### config.mk
export PLATFORM = sky130hd
export DESIGN_NAME = por_sequencer
export DESIGN_NICKNAME = d
export VERILOG_FILES = /design/src/rtl/por_pkg.sv /design/src/rtl/por_pad_sync.sv /design/src/rtl/por_delay_ctrl.sv /design/src/rtl/por_user_hold.sv /design/src/rtl/por_sequencer.sv
export SDC_FILE = /design/constraint.sdc
export NUM_CORES = 1
export LEC_CHECK = 0
export BUFFER_PORTS_ARGS = -buffer_cell sky130_fd_sc_hd__buf_4
export CAP_MARGIN = 20
export CORE_MARGIN = 2
export CORE_UTILIZATION = 45
export CTS_CLUSTER_DIAMETER = 100
export CTS_CLUSTER_SIZE = 14
export DETAILED_ROUTE_END_ITERATION = 7
export PLACE_DENSITY = 0.6
export RECOVER_POWER = 25
export SLEW_MARGIN = 10
export SYNTH_ARGS = -nofsm -noshare
export SYNTH_HDL_FRONTEND = slang
export SYNTH_SLANG_ARGS = --single-unit
export TNS_END_PERCENT = 20
### constraint.sdc
create_clock -name clk -period 3 [get_ports clk]
set_input_delay 0.45 -clock clk [delete_from_list [all_inputs] [get_ports clk]]
set_output_delay 0.45 -clock clk [all_outputs]
set_load 0.005 [all_outputs]
### src/rtl/por_pkg.sv
package por_pkg;

    typedef enum logic [1:0] {
        ST_OFF   = 2'd0,
        ST_COUNT = 2'd1,
        ST_START = 2'd2,
        ST_RUN   = 2'd3
    } seq_state_e;

endpackage

### src/rtl/por_pad_sync.sv
module por_pad_sync #(
    parameter int STAGES = 2
) (
    input  logic clk,
    input  logic clr_n,
    output logic ok
);

    logic [STAGES-1:0] sh_d, sh_q;

    always_comb begin
        sh_d = {sh_q[STAGES-2:0], 1'b1};
    end

    always_ff @(posedge clk or negedge clr_n) begin
        if (!clr_n) sh_q <= '0;
        else        sh_q <= sh_d;
    end

    assign ok = sh_q[STAGES-1];

endmodule

### src/rtl/por_delay_ctrl.sv
module por_delay_ctrl #(
    parameter int DLY_T0 = 50,
    parameter int DLY_T1 = 1000,
    parameter int DLY_T2 = 10000,
    parameter int DLY_T3 = 100000
) (
    input  logic       clk,
    input  logic       rst_n,
    input  logic [1:0] dly_sel,
    input  logic       slow_tick,
    input  logic       ext_ok,
    output logic       run,
    output logic       slow_en,
    output logic       fast_en,
    output logic       init
);
    import por_pkg::*;

    localparam int MAX_A = (DLY_T0 > DLY_T1) ? DLY_T0 : DLY_T1;
    localparam int MAX_B = (DLY_T2 > DLY_T3) ? DLY_T2 : DLY_T3;
    localparam int MAX_T = (MAX_A > MAX_B) ? MAX_A : MAX_B;
    localparam int CNT_W = $clog2(MAX_T + 1);
    localparam logic [CNT_W-1:0] ONE = 1;
    localparam logic [3:0][CNT_W-1:0] LIMS = {
        CNT_W'(DLY_T3), CNT_W'(DLY_T2), CNT_W'(DLY_T1), CNT_W'(DLY_T0)
    };

    typedef struct packed {
        seq_state_e       state;
        logic [CNT_W-1:0] cnt;
        logic [1:0]       sel;
        logic             run;
        logic             slow_en;
        logic             fast_en;
        logic             init;
        logic             ext_prev;
    } regs_t;

    localparam regs_t RESET_V = '{
        state: ST_OFF, cnt: '0, sel: 2'd0, run: 1'b0,
        slow_en: 1'b0, fast_en: 1'b0, init: 1'b0, ext_prev: 1'b0
    };

    regs_t r_d, r_q;
    logic [CNT_W-1:0] lim;

    assign lim = LIMS[r_q.sel];

    always_comb begin
        r_d          = r_q;
        r_d.init     = 1'b0;
        r_d.ext_prev = ext_ok;
        unique case (r_q.state)
            ST_OFF: begin
                // Supplies are good whenever this register is out of reset.
                r_d.cnt     = '0;
                r_d.sel     = dly_sel;
                r_d.slow_en = 1'b1;
                r_d.state   = ST_COUNT;
            end
            ST_COUNT: begin
                if (slow_tick) begin
                    if (r_q.cnt == lim - ONE) begin
                        r_d.cnt     = '0;
                        r_d.run     = 1'b1;
                        r_d.slow_en = 1'b0;
                        r_d.fast_en = 1'b1;
                        r_d.state   = ST_START;
                    end else begin
                        r_d.cnt = r_q.cnt + ONE;
                    end
                end
            end
            ST_START: begin
                r_d.init  = 1'b1;
                r_d.state = ST_RUN;
            end
            ST_RUN: begin
                // Pad reset released: restart initialization, no delay.
                if (ext_ok && !r_q.ext_prev) r_d.init = 1'b1;
            end
            default: r_d = RESET_V;
        endcase
    end

    always_ff @(posedge clk or negedge rst_n) begin
        if (!rst_n) r_q <= RESET_V;
        else        r_q <= r_d;
    end

    assign run     = r_q.run;
    assign slow_en = r_q.slow_en;
    assign fast_en = r_q.fast_en;
    assign init    = r_q.init;

    p_osc_excl_r4: assert property (@(posedge clk) disable iff (!rst_n)
        !(r_q.slow_en && r_q.fast_en))
        else $error("both oscillators enabled");

    p_cnt_bound_r3: assert property (@(posedge clk) disable iff (!rst_n)
        r_q.cnt < lim)
        else $error("delay count beyond terminal value");

    p_init_follow_r5: assert property (@(posedge clk) disable iff (!rst_n)
        $rose(r_q.run) |=> r_q.init)
        else $error("no init strobe after release");

    p_no_rerun_r7: assert property (@(posedge clk) disable iff (!rst_n)
        r_q.run |=> (!r_q.slow_en && r_q.run))
        else $error("delay restarted without supply loss");

    p_slow_count_r2: assert property (@(posedge clk) disable iff (!rst_n)
        (r_q.state == ST_COUNT) |-> r_q.slow_en)
        else $error("counting without slow oscillator");

endmodule

### src/rtl/por_user_hold.sv
module por_user_hold #(
    parameter int HOLD_CYC = 16
) (
    input  logic clk,
    input  logic rst_n,
    input  logic prog_done,
    input  logic zero_done,
    output logic hold
);

    localparam int HW = $clog2(HOLD_CYC + 1);
    localparam logic [HW-1:0] ONE  = 1;
    localparam logic [HW-1:0] LOAD = HW'(HOLD_CYC);

    typedef struct packed {
        logic [HW-1:0] cnt;
    } regs_t;

    regs_t r_d, r_q;
    logic  evt;

    assign evt = prog_done | zero_done;

    always_comb begin
        r_d = r_q;
        if (evt)                r_d.cnt = LOAD;
        else if (r_q.cnt != '0) r_d.cnt = r_q.cnt - ONE;
    end

    always_ff @(posedge clk or negedge rst_n) begin
        if (!rst_n) r_q <= '0;
        else        r_q <= r_d;
    end

    assign hold = (r_q.cnt != '0);

    p_hold_step_r9: assert property (@(posedge clk) disable iff (!rst_n)
        (r_q.cnt != '0 && !evt) |=> (r_q.cnt == $past(r_q.cnt) - ONE))
        else $error("hold counter skipped a step");

endmodule

### src/rtl/por_sequencer.sv
module por_sequencer #(
    parameter int DLY_T0   = 50,
    parameter int DLY_T1   = 1000,
    parameter int DLY_T2   = 10000,
    parameter int DLY_T3   = 100000,
    parameter int HOLD_CYC = 16
) (
    input  logic       clk,
    input  logic       vdd_good,
    input  logic       vpp_good,
    input  logic [1:0] dly_sel,
    input  logic       ext_rst_n,
    input  logic       slow_tick,
    input  logic       prog_done,
    input  logic       zero_done,
    output logic       sys_rst_n,
    output logic       user_rst_n,
    output logic       slow_osc_en,
    output logic       fast_osc_en,
    output logic       io_hiz,
    output logic       init_start
);

    logic pwr_ok;
    logic pad_clr_n;
    logic ext_ok;
    logic run;
    logic hold;

    assign pwr_ok    = vdd_good & vpp_good;
    assign pad_clr_n = ext_rst_n & pwr_ok;

    por_pad_sync #(.STAGES(2)) u_pad_sync (
        .clk   (clk),
        .clr_n (pad_clr_n),
        .ok    (ext_ok)
    );

    por_delay_ctrl #(
        .DLY_T0 (DLY_T0),
        .DLY_T1 (DLY_T1),
        .DLY_T2 (DLY_T2),
        .DLY_T3 (DLY_T3)
    ) u_delay (
        .clk       (clk),
        .rst_n     (pwr_ok),
        .dly_sel   (dly_sel),
        .slow_tick (slow_tick),
        .ext_ok    (ext_ok),
        .run       (run),
        .slow_en   (slow_osc_en),
        .fast_en   (fast_osc_en),
        .init      (init_start)
    );

    por_user_hold #(.HOLD_CYC(HOLD_CYC)) u_hold (
        .clk       (clk),
        .rst_n     (pwr_ok),
        .prog_done (prog_done),
        .zero_done (zero_done),
        .hold      (hold)
    );

    assign sys_rst_n  = run & ext_ok;
    assign user_rst_n = sys_rst_n & ~hold;
    assign io_hiz     = ~ext_ok;

    p_usr_under_sys_r6: assert property (@(posedge clk) disable iff (!pwr_ok)
        !sys_rst_n |-> !user_rst_n)
        else $error("user reset released before internal reset");

    p_hiz_pad_r8: assert property (@(posedge clk) disable iff (!pwr_ok)
        !ext_rst_n |-> (io_hiz && !sys_rst_n))
        else $error("pad low without tri-state");

endmodule

==> metrics list, run 1 <==
- STA puts the critical path data arrival time at between 2 and 3 ns.
- The flow ran to the end, but the final reports show violations.
- Placed Cells: 245
- Number of register bits inferred by synthesis: 32
- Once the floorplan was initialized, standard cells occupied roughly 46% of the core.
- The library cells used most frequently in the layout, excluding fill and tap cells, are sky130_fd_sc_hd__dfrtp_1, sky130_fd_sc_hd__nor2_1, sky130_fd_sc_hd__nand2_1, sky130_fd_sc_hd__xor2_1, sky130_fd_sc_hd__ha_1.
* Number of sinks driven by the clock tree: 32
* Area added between synthesis and finish: 14.5%
* Hold violation total from the final report: 0
- Type of the worst setup path: flop to flop
* Count of H-tree levels built during CTS: 2
- The final reports fail on max-capacitance violations, max-slew violations.
- Summed over all layers, the global routing overflow is 0.
* Number of buffers added by the clock tree synthesis step: 5
- CORE AREA: 0.00394 mm^2
- The placed instances occupy a cell area of 0.00200 mm^2.
- Final period utilization: approximately 86%
- Max Cap Violations: 1
- In this run the worst setup path terminates at u_delay.r_q[25].
* Number of max-slew violations in the final report: 31
- The worst register-to-register path ends at u_delay.r_q[25].
- CP endpoint kind: flop
- Dividing total power by cell area gives a power density of 506 mW/mm^2.
- The worst register-to-register path begins at u_delay.r_q[6].
- Maximum clock frequency: 0.389 GHz
- Measured against its own limit, the worst slew margin works out to -12.4%.
* Total negative slack for setup checks: 0 ns
- DP Wirelength: 2.57 mm
* Synthesized area per cell: approximately 10 um^2
- 0 antenna diodes ended up in the layout.
* Path category of the worst min-delay check: input pin to async pin
- In this run, post-CTS repair resized a total of 0 instances.
- Netlist area before placement: 0.00183 mm^2
- RSZ-0062 raised after global routing: no
* Global-route wire length before repair: 5.89 mm
- In this run the worst setup path begins at u_delay.r_q[6].
* Clock tree buffer depth: 2
- Cells fill 53.0% of the core in the end.
- Yosys warns: 0
- Detailed-route wire length per cell: 13.8 um
- Global routing usage summed across all routing layers: 17.5%
* Post-CTS Setup Repair Bufs: 0
- For this design the static power due to leakage is 1.02 nW.
* Die footprint: 0.00458 mm^2
* Count of endpoints failing setup in the final report: 0
- Syn Nets: just over 200
- VDD sags by at most 0.000352 V.
* Total I/O pin count: 15
- Remaining DRCs: 0
- Across all register-to-register paths, the minimum setup slack is 0.43 ns.
- The routed layout has 1308 vias.
- Counting every instance in the synthesized netlist gives 180.
- STA classifies the critical path startpoint as a flop.
* Worst R2R Path Depth: 9
* Hold buffers post-CTS: 0
- Clock tree from TritonCTS: yes
- The number of global-route vias before repair is 1339.
- Detailed-routing iteration count for the pre-antenna-repair pass: 6
* Post-CTS clock slew at the launch and capture registers of the worst setup and hold paths: roughly 0.060 ns
- Setup skew after layout: ~0.0086 ns
* Violation count after the first detailed-routing iteration: 58
- The floorplan step set the die height to 67.7 um.
- Minimum clock period after layout: 2.57 ns
- Share of cells above drive strength 1: 14.3%
* Commonest non-fill, non-tap cell in the layout: sky130_fd_sc_hd__dfrtp_1
* Antenna violations before repair: 0
* Last weighted congestion value of the routability-driven placer: 0.813
- X dimension of the die: 67.7 um
- Number of rows in the core area: 23
* Final Non-Filler Cells: 253
* Antenna viol nets, final: 0
- At the pin with the least slew margin, the transition time is 1.69 ns.
* Share of synthesized area occupied by flip-flops and latches: 43.9%
- CTS placed an instance of sky130_fd_sc_hd__clkbuf_8 at the clock tree root.
- Summing all non-filler instances in the final layout gives an area of 0.00209 mm^2.
* Average vias per placed instance: between 5 and 6
- Data on the critical path is required at its endpoint by 3.16 ns.
- Fin nets: 227
- Total wire length after detailed routing: 3.49 mm
* Count of port buffers added during placement: 14
- For the worst-skew pair, the clock arrives at the later sink with an insertion delay of 0.28 ns.
- Entering global routing, the biggest net connects 31 pins.
- Highest fanout seen on the critical path: 5
- Number of distinct library cells after synthesis: 35
[cells in the mapped netlist (all sizes together)]
cell,count,area share [%]
a21oi,4,1.1
a32o,1,0.55
and2,3,1.0
and3,2,0.69
buf,1,0.27
conb,1,0.21
dfrtp,32,44
ha,16,11
inv,11,2.3
mux2,1,0.82
mux2i,3,1.6
nand2,18,3.7
nand2b,2,0.69
nand3,5,1.4
nand4,4,1.7
nor2,21,4.3
nor2b,1,0.34
nor3,6,1.9
nor3b,1,0.41
nor4,4,1.7
nor4b,2,2.1
o21a,1,0.41
o21ai,5,1.4
o21bai,1,0.41
o22a,1,0.48
o2bb2ai,1,0.82
or2,3,1.0
or3,1,0.34
xnor2,11,5.3
xor2,17,8.2
[kinds of logic after synthesis]
kind of cell / count (synthesis) / share of synthesized area [%]
AND/OR/NAND/NOR: 73 / 21.4
flip-flops: 32 / 43.9
XOR/XNOR: 28 / 13.4
adder cells (fa/ha/maj): 16 / 11.0
AO/OA/AOI/OAI: 14 / 5.14
buffers and inverters: 12 / 2.54
multiplexers: 4 / 2.47
other: 1 / 0.205
[layer usage]
layer	GRT usage, %	routed length, um
met3	3.83	102
met5	0	0
met4	9.44	67
met1	21.9	1510
met2	27.9	1800
[layout make-up]
| type | count | area (um^2) |
|---|---|---|
| clock buffers | 8 | 90.1 |
| multi-input cells | 136 | 978 |
| flip-flops and latches | 32 | 801 |
| inverters | 11 | 41.3 |
| fillers | 370 | 1850 |
| repair buffers | 16 | 116 |
| well taps | 50 | 62.6 |
[power breakdown]
part | internal (mW) | switching [mW] | total, mW
logic | 0.0912 | 0.0862 | 0.177
clock network | 0.187 | 0.155 | 0.343
registers | 0.476 | 0.0626 | 0.538
total | 0.754 | 0.304 | 1.06
[per-stage QoR]
stage / hold slack, ns / power [mW] / worst slack, ns
2_1_floorplan: 0.283 / 0.674 / 0.634
3_3_place_gp: 0.340 / 0.716 / 0.536
3_5_place_dp: 0.345 / 0.727 / 0.422
4_1_cts: 0.0942 / 1.07 / 0.405
5_1_grt: 0.0880 / 1.11 / 0.250
6_report: 0.0946 / 1.06 / 0.427
[worst max-delay path, stage by stage (launching register included)]
cell                      delay (ns)
sky130_fd_sc_hd__dfrtp_1        0.42
sky130_fd_sc_hd__inv_1          0.16
sky130_fd_sc_hd__ha_1           0.28
sky130_fd_sc_hd__inv_1          0.07
sky130_fd_sc_hd__ha_1           0.30
sky130_fd_sc_hd__xnor2_1        0.13
sky130_fd_sc_hd__nor4_2         0.29
sky130_fd_sc_hd__nand4_2        0.23
sky130_fd_sc_hd__o22a_1         0.28
sky130_fd_sc_hd__mux2_4         0.30
[flip-flops by register name, indices dropped and copies added (netlist names)]
name             cells
u_delay.r_q         22
u_hold.r_q           5
u_delay.slow_en      1
u_delay.run          1
u_pad_sync.sh_q      2
u_delay.init         1
[how the worst min path moves through the flow]
stage	slack, ns	endpoint
after floorplan	0.28	u_pad_sync.sh_q[0]
after global placement	0.34	u_pad_sync.sh_q[1]
after detailed placement	0.34	u_pad_sync.sh_q[1]
after CTS	0.09	u_pad_sync.sh_q[1]
after global routing	0.09	u_pad_sync.sh_q[0]
final	0.09	u_pad_sync.sh_q[1]
Note: power is estimated with default switching activity, not from simulation.
==> inputs of run 2 (changes only) <==
- BUFFER_PORTS_ARGS: -buffer_cell sky130_fd_sc_hd__buf_4 -> unset
- DONT_BUFFER_PORTS: unset -> 1
- PLACE_DENSITY: 0.6 -> 0.57
==> run 2 against run 1 <==
Compared with the run above:
- the run still ends with max-capacitance violations, max-slew violations left
- global-route usage up 0.29 points
- non-clock buffer count decreased by 12
- sequential power barely moved
- routed wire length down 8.7%
- die area unchanged
- critical endpoint unchanged
- clock-buffer cell count is 1 lower
- hold slack better by 0.13 ns
- combinational power down 8%
- clock skew fell by 0.0023 ns
- fmax is 0.69% higher
- first-iteration DRC count up 41%
==> metrics list, run 2 (synthesized netlist as in run 1, its figures left out) <==
* Number of rows in the core area: 23
- Post-CTS timing repair inserted 0 buffers for setup.
- In this run the remaining antenna-violating nets after routing total 0.
- Dividing total power by cell area gives a power density of 521 mW/mm^2.
* Switching power: 300 uW
- CP endpoint kind: flop
- Required time at the endpoint of the critical path: 3.17 ns
- Detailed-route wire length per cell: approximately 13 um
- Switching share of power: 28.6%
- IR Drop Worst-Case VDD: 0.000297 V
- Starting density of the core: 46.3%
* Area added between synthesis and finish: 10.0%
- Leakage power: 0.962 nW
* Largest register FFs: 22
* RSZ-0062 raised after global routing: no
* Path category of the worst min-delay check: input pin to flop
- Max Cap Violations: 1
- Pin count of the biggest net entering global routing: 31
* Setup skew after layout: 0.00625 ns
- The tree is rooted in a sky130_fd_sc_hd__clkbuf_8.
- In the routed layout, each cell is associated on average with a via count of roughly 5.
- In the final layout, the registers with the most flip-flops are u_delay.r_q x22, u_hold.r_q x5, u_pad_sync.sh_q x2.
- Largest Register: u_delay.r_q
* Post-CTS clock slew at the launch and capture registers of the worst setup and hold paths: 0.07 ns
- Traced cell by cell, the critical path runs through inv_1, ha_1, inv_1, ha_1, xnor2_1, nor4_2, nand4_2, o22a_1, mux2_4.
- Share of cells above drive strength 1: around 8.4%
- In this design, the stage delay of the slowest critical-path cell is 0.42 ns.
* Last weighted congestion value of the routability-driven placer: 0.751
- Count of port buffers added during placement: 0
* Number of sinks driven by the clock tree: 32
- For the pin with the worst max-slew slack, the measured transition is 1.63 ns.
* Delay-heaviest family, CP: adder cells
* Leading cell types in the layout, fill and taps excluded: sky130_fd_sc_hd__dfrtp_1, sky130_fd_sc_hd__nor2_1, sky130_fd_sc_hd__nand2_1, sky130_fd_sc_hd__xor2_1, sky130_fd_sc_hd__ha_1
- The design draws 1.05 mW.
- Latest clock arrival within the worst-skew pair: 0.28 ns
- On the final layout, the worst hold slack is 0.229 ns.
- Headroom to the max-slew limit: -8.89%
- The number of global-route vias before repair is 1297.
- Maximum clock frequency: 0.391 GHz
- Post-CTS repair changed the size of 0 cells.
- The internal portion of the total power is 746 uW.
- X dimension of the die: about 68 um
- Data on the critical path arrives at its endpoint at ~2.7 ns.
- CORE AREA: between 0.003 and 0.004 mm^2
- The finished cells cover 0.00201 mm^2.
- Violated checks: max-capacitance violations, max-slew violations
- The longest clock path from root to sink contains 2 buffers.
* Clock tree from TritonCTS: yes
- Setup violations remaining at the end of the flow were counted as 0.
- Number of max-slew violations in the final report: 31
* Critical-path top delay cell: sky130_fd_sc_hd__dfrtp_1
- In this run the count of I/O pins placed on the die edge is 15.
* Global routing usage summed across all routing layers: between 10% and 20%
- The number of clock buffers added by TritonCTS is 5.
- Number of buffer and inverter instances along the worst setup path: 2
- After layout, the minimum clock period comes to 2.56 ns.
* Worst setup slack for register-to-register paths: between 0.4 and 0.5 ns
- Die footprint: 0.00458 mm^2
- Leaving out fill and tap cells, the most frequent cell in the layout is sky130_fd_sc_hd__dfrtp_1.
* Count of H-tree levels built during CTS: 2
- Final Non-Filler Cells: around 240
- Final period utilization: 85.2%
- The number of antenna violations at the first check in global routing came to 0.
* Number of vias after detailed routing: 1198
- DP Wirelength: between 2 and 2.5 mm
- Die span in y: 67.7 um
- Global routing finished with a remaining overflow of 0.
* Total wire length after detailed routing: 3.18 mm
* Global-route wire length before repair: 5.93 mm
- Detailed-routing iteration count for the pre-antenna-repair pass: 4
- Remaining DRCs: 0
- Number of diodes added for antenna fixing: 0
- Run status: finished, violations left
- The number of hold violations in the final report is 0.
- Share of power burned in combinational logic: 15.5%
- Including well taps, the total number of placed cells is 231.
- Fin nets: 215
- Type of the worst setup path: flop to flop
- STA classifies the critical path startpoint as a flop.
* Total negative slack for setup checks: 0 ns
* Area after detailed placement: 0.00190 mm^2
- Violation count after the first detailed-routing iteration: 82
- Sequential cells account for 51.7% of the total power.
* Highest fanout seen on the critical path: 5
* Clock network fraction of design power: 32.8%
[run 2: cell count changes in the layout (fill, tap and decap cells not counted), sizes merged]
cell	change
clkbuf	-2
clkinvlp	+1
buf	-13
dlygate4sd3	+2
[run 2: per-stage QoR]
step | setup WS (ns) | utilization, %
after floorplan | 0.634 | -
after global placement | 0.532 | 48.1
after detailed placement | 0.434 | 48.1
after CTS | 0.422 | 51.0
after global routing | 0.208 | 50.9
final | 0.445 | 50.9
[run 2: path summary, 6_finish.rpt]
kind,end,start,cells after the start
worst max-delay path,u_delay.r_q[25],u_delay.r_q[6],9
worst min-delay path,u_hold.r_q[1],prog_done,1
worst max register to register,u_delay.r_q[25],u_delay.r_q[6],9
worst min register to register,u_pad_sync.sh_q[1],u_pad_sync.sh_q[0],0
max in group asynchronous,u_delay.r_q[19],vdd_good,2
min in group asynchronous,u_pad_sync.sh_q[1],vdd_good,2
[run 2: worst reg2reg max path, cell delays in order (launching register included)]
cell                      delay [ns]
sky130_fd_sc_hd__dfrtp_1        0.42
sky130_fd_sc_hd__inv_1          0.16
sky130_fd_sc_hd__ha_1           0.28
sky130_fd_sc_hd__inv_1          0.07
sky130_fd_sc_hd__ha_1           0.30
sky130_fd_sc_hd__xnor2_1        0.13
sky130_fd_sc_hd__nor4_2         0.28
sky130_fd_sc_hd__nand4_2        0.22
sky130_fd_sc_hd__o22a_1         0.28
sky130_fd_sc_hd__mux2_4         0.31
[run 2: area by class of cell]
cell class | instances | area (um^2)
Clock buffer | 7 | 86.3
Tap cell | 50 | 62.6
Timing Repair Buffer | 4 | 31.3
Clock inverter | 1 | 7.51
Fill cell | 350 | 1930
Sequential cell | 32 | 801
Multi-Input combinational cell | 136 | 978
Inverter | 11 | 41.3
[run 2: power by group through the flow]
stage | combinational [mW] | sequential [mW] | clock [mW]
after detailed placement | 0.165 | 0.547 | 0
final | 0.162 | 0.540 | 0.343
after floorplan | 0.144 | 0.530 | 0
after global placement | 0.160 | 0.547 | 0
after CTS | 0.166 | 0.541 | 0.356
after global routing | 0.185 | 0.547 | 0.374
[run 2: what timing repair did]
item,4_1_cts,5_1_grt
endpoints found under the setup margin,0,0
hold endpoints to repair,2,0
hold buffers,2,0
[run 2: layer usage]
layer  vias to the layer above  part of all wire [%]  GRT usage [%]
met1                       561                    45           21.8
met4                         0                   1.7           7.65
met2                        23                    47           27.7
met3                         5                   5.9           6.83
met5                         -                     0              0
li1                        609                     -              -
==> inputs of run 3 (changes only) <==
- CELL_PAD_IN_SITES_DETAIL_PLACEMENT: unset -> 2
- CELL_PAD_IN_SITES_GLOBAL_PLACEMENT: unset -> 2
- CORE_UTILIZATION: 45 -> 40
- PLACE_DENSITY: 0.57 -> 0.74
==> run 3 against run 2 <==
Compared with the run above:
- critical path type unchanged
- critical endpoint unchanged
- largest power group unchanged
- cell area increased by 1.0%
- largest cell class unchanged
- clock skew up 0.0037 ns
- via count grew 7.2%
- combinational power rose by 9.9%
- the flow still finishes with violations (max-capacitance violations, max-slew violations)
- sequential share of layout area shrank 0.39 points
- flip-flop and latch count did not move
- utilization fell by 4.7 points
==> metrics list, run 3 (synthesized netlist as in run 1, its figures left out) <==
* Final period utilization: about nine tenths
* Total grt overflow: 0
- Leading cell types in the layout, fill and taps excluded: sky130_fd_sc_hd__dfrtp_1, sky130_fd_sc_hd__nor2_1, sky130_fd_sc_hd__nand2_1, sky130_fd_sc_hd__xor2_1, sky130_fd_sc_hd__ha_1
- Starting density of the core: 41.6%
- For the finished layout, the period the worst path requires is 2.65 ns.
- The path with the worst hold slack has its endpoint at u_hold.r_q[1].
- In this run the tightest slew margin relative to its limit is -10.9%.
* Largest register FFs: 22
- Final Non-Filler Cells: 243
* Fin Hold WS: 0.226 ns
- STA classifies the critical path startpoint as a flop.
* Worst R2R Path Depth: 9
- Summed over all nets, the half-perimeter wirelength after detailed placement is 3.12 mm.
* Detailed-routing iteration count for the pre-antenna-repair pass: 4
- Run status: finished, violations left
* Critical-path top delay cell: sky130_fd_sc_hd__dfrtp_1
* Post-CTS Setup Repair Bufs: 0
- Violation count after the first detailed-routing iteration: 40
- Regs by FF count: u_delay.r_q x22, u_hold.r_q x5, u_pad_sync.sh_q x2
- Along the worst path, the maximum fanout reaches 5.
- Dividing total power by cell area gives a power density of 559 mW/mm^2.
- The number of placed instances, taps included, is 233.
- Leaving out fill and tap cells, the most frequent cell in the layout is sky130_fd_sc_hd__dfrtp_1.
- Crit path cell chain: inv_1, ha_1, inv_1, ha_1, xnor2_1, nor4_2, nand4_2, o22a_1, mux2_4
- Number of buffers added by the clock tree synthesis step: 5
- Post-CTS clock slew at the launch and capture registers of the worst setup and hold paths: 0.08 ns
- Buffers placed on the I/O ports in this run total 0.
- The tree is rooted in a sky130_fd_sc_hd__clkbuf_8.
* Largest Register: u_delay.r_q
* Average vias per placed instance: 5.28
* Pin count of the biggest net entering global routing: 31
- Fin area: 0.00203 mm^2
- Count of H-tree levels built during CTS: 2
- Violated checks: max-capacitance violations, max-slew violations
* Detailed-route wire length per cell: about 18 um
* Last weighted congestion value of the routability-driven placer: between 0.8 and 0.9
- Setup repair after global routing left no endpoint under its margin.
- Reg-to-reg critical path endpoint: u_delay.r_q[25]
- In this run the remaining antenna-violating nets after routing total 0.
- Worst setup slack for register-to-register paths: 0.35 ns
- Maximum clock frequency: 0.377 GHz
- Antenna violations before repair: 0
* Vias in the first global route: 1421
- Hold_sp: prog_done
- Clock tree from TritonCTS: yes
* Total wire length after detailed routing: 4.29 mm
- Number of rows in the core area: 24
* Reg-to-Reg Start: u_delay.r_q[5]
- IR Drop Worst-Case VDD: roughly 0.00028 V
- Area after detailed placement: about 0.0019 mm^2
* Die span in y: 71.6 um
- Setup violations remaining at the end of the flow were counted as 0.
- The clock arrives with 0.00995 ns of skew.
- In this run the worst hold path is classified as input pin to flop.
- The number of hold violations in the final report is 0.
- Required time at the endpoint of the critical path: 3.18 ns
- Number of diodes added for antenna fixing: 0
- Summing all flip-flop and latch instances after layout gives 801 um^2.
- The tool flagged a number of max-cap violations equal to 1.
- Slowest stage delay, CP: approximately 0.44 ns
- In the final layout, the multi-input gates occupy roughly 1000 um^2.
- Area added between synthesis and finish: 11.1%
* Hold buffers post-CTS: 2
* Global routing usage summed across all routing layers: 18.6%
- The clock reaches the later pin of the worst-skew pair after 0.29 ns.
- Clock tree buffer depth: 2
- At the worst endpoint, the arrival time is 2.83 ns.
- Summed over all cells, the static leakage comes to 0.972 nW.
* Fin nets: 215
- Setup total negative slack on the finished layout was measured at 0 ns.
- Number of sinks driven by the clock tree: 32
- The die is about 72 um wide.
- Remaining DRCs: 0
* CORE AREA: about 0.0044 mm^2
* Die footprint: ~0.005 mm^2
- Share of cells above drive strength 1: approximately 9%
* Type of the worst setup path: flop to flop
- Number of max-slew violations in the final report: 31
* Number of cells traversed by the worst hold path: 1
- STA classifies the critical path endpoint as a flop.
- Fillers: 470
- The routed layout has 1284 vias.
- For the pin with the worst max-slew slack, the measured transition is 1.66 ns.
- The first global-routing pass estimated 7.29 mm of wire.
- After clock tree synthesis, the repair step resized 0 gates.
- Worst setup path startpoint: u_delay.r_q[5]
* Total I/O pin count: 15
==> run 3: worst max path at each step <==
stage	to	slack, ns
after CTS	u_delay.r_q[25]	0.33
final	u_delay.r_q[25]	0.35
after detailed placement	u_delay.r_q[25]	0.35
after floorplan	u_delay.r_q[25]	0.63
after global placement	u_delay.r_q[25]	0.52
after global routing	u_delay.r_q[25]	0.21
==> run 3: metal layers <==
metal  wire [um]  track usage, %  vias to the layer above  part of all wire, %
met5           0               0                        -                    0
met4          44            5.03                        0                  1.0
met3          80            4.36                        5                  1.9
met2        2190            30.7                        8                   51
met1        1970            24.6                      663                   46
li1            -               -                      608                    -
==> run 3: power by group <==
part	total (mW)	switching [mW]	leakage (nW)	internal, mW
Clock	0.418	0.172	0.0541	0.246
Sequential	0.539	0.0633	0.410	0.475
Combinational	0.178	0.0923	0.508	0.0854
Total	1.13	0.328	0.972	0.807
==> run 3: final cells by class <==
| type | instances | share of cell area [%] |
|---|---|---|
| clock inverter | 3 | 2.10 |
| clock buffer | 5 | 3.39 |
| sequential | 32 | 39.5 |
| multi-input combinational | 136 | 48.2 |
| inverter | 11 | 2.04 |
| timing repair buffer | 4 | 1.54 |
| tap | 52 | 3.21 |
==> run 3: critical path, delay by kind of cell, from the launching register on <==
family | cells | cell delay, ns
adders and majority gates | 2 | 0.61
and+or+nand+nor | 2 | 0.50
DFF | 1 | 0.44
muxes | 1 | 0.31
AOI/OAI and AO/OA | 1 | 0.28
buffers and inverters | 2 | 0.25
xor gates and xnor gates | 1 | 0.14
==> run 3: through the flow <==
stage          setup WS, ns  utilization [%]  power (mW)
6_report              0.349             46.3        1.13
5_1_grt               0.210             46.3        1.20
4_1_cts               0.327             46.3        1.15
3_5_place_dp          0.352             43.4       0.726
3_3_place_gp          0.518             43.4       0.708
2_1_floorplan         0.634                -       0.674
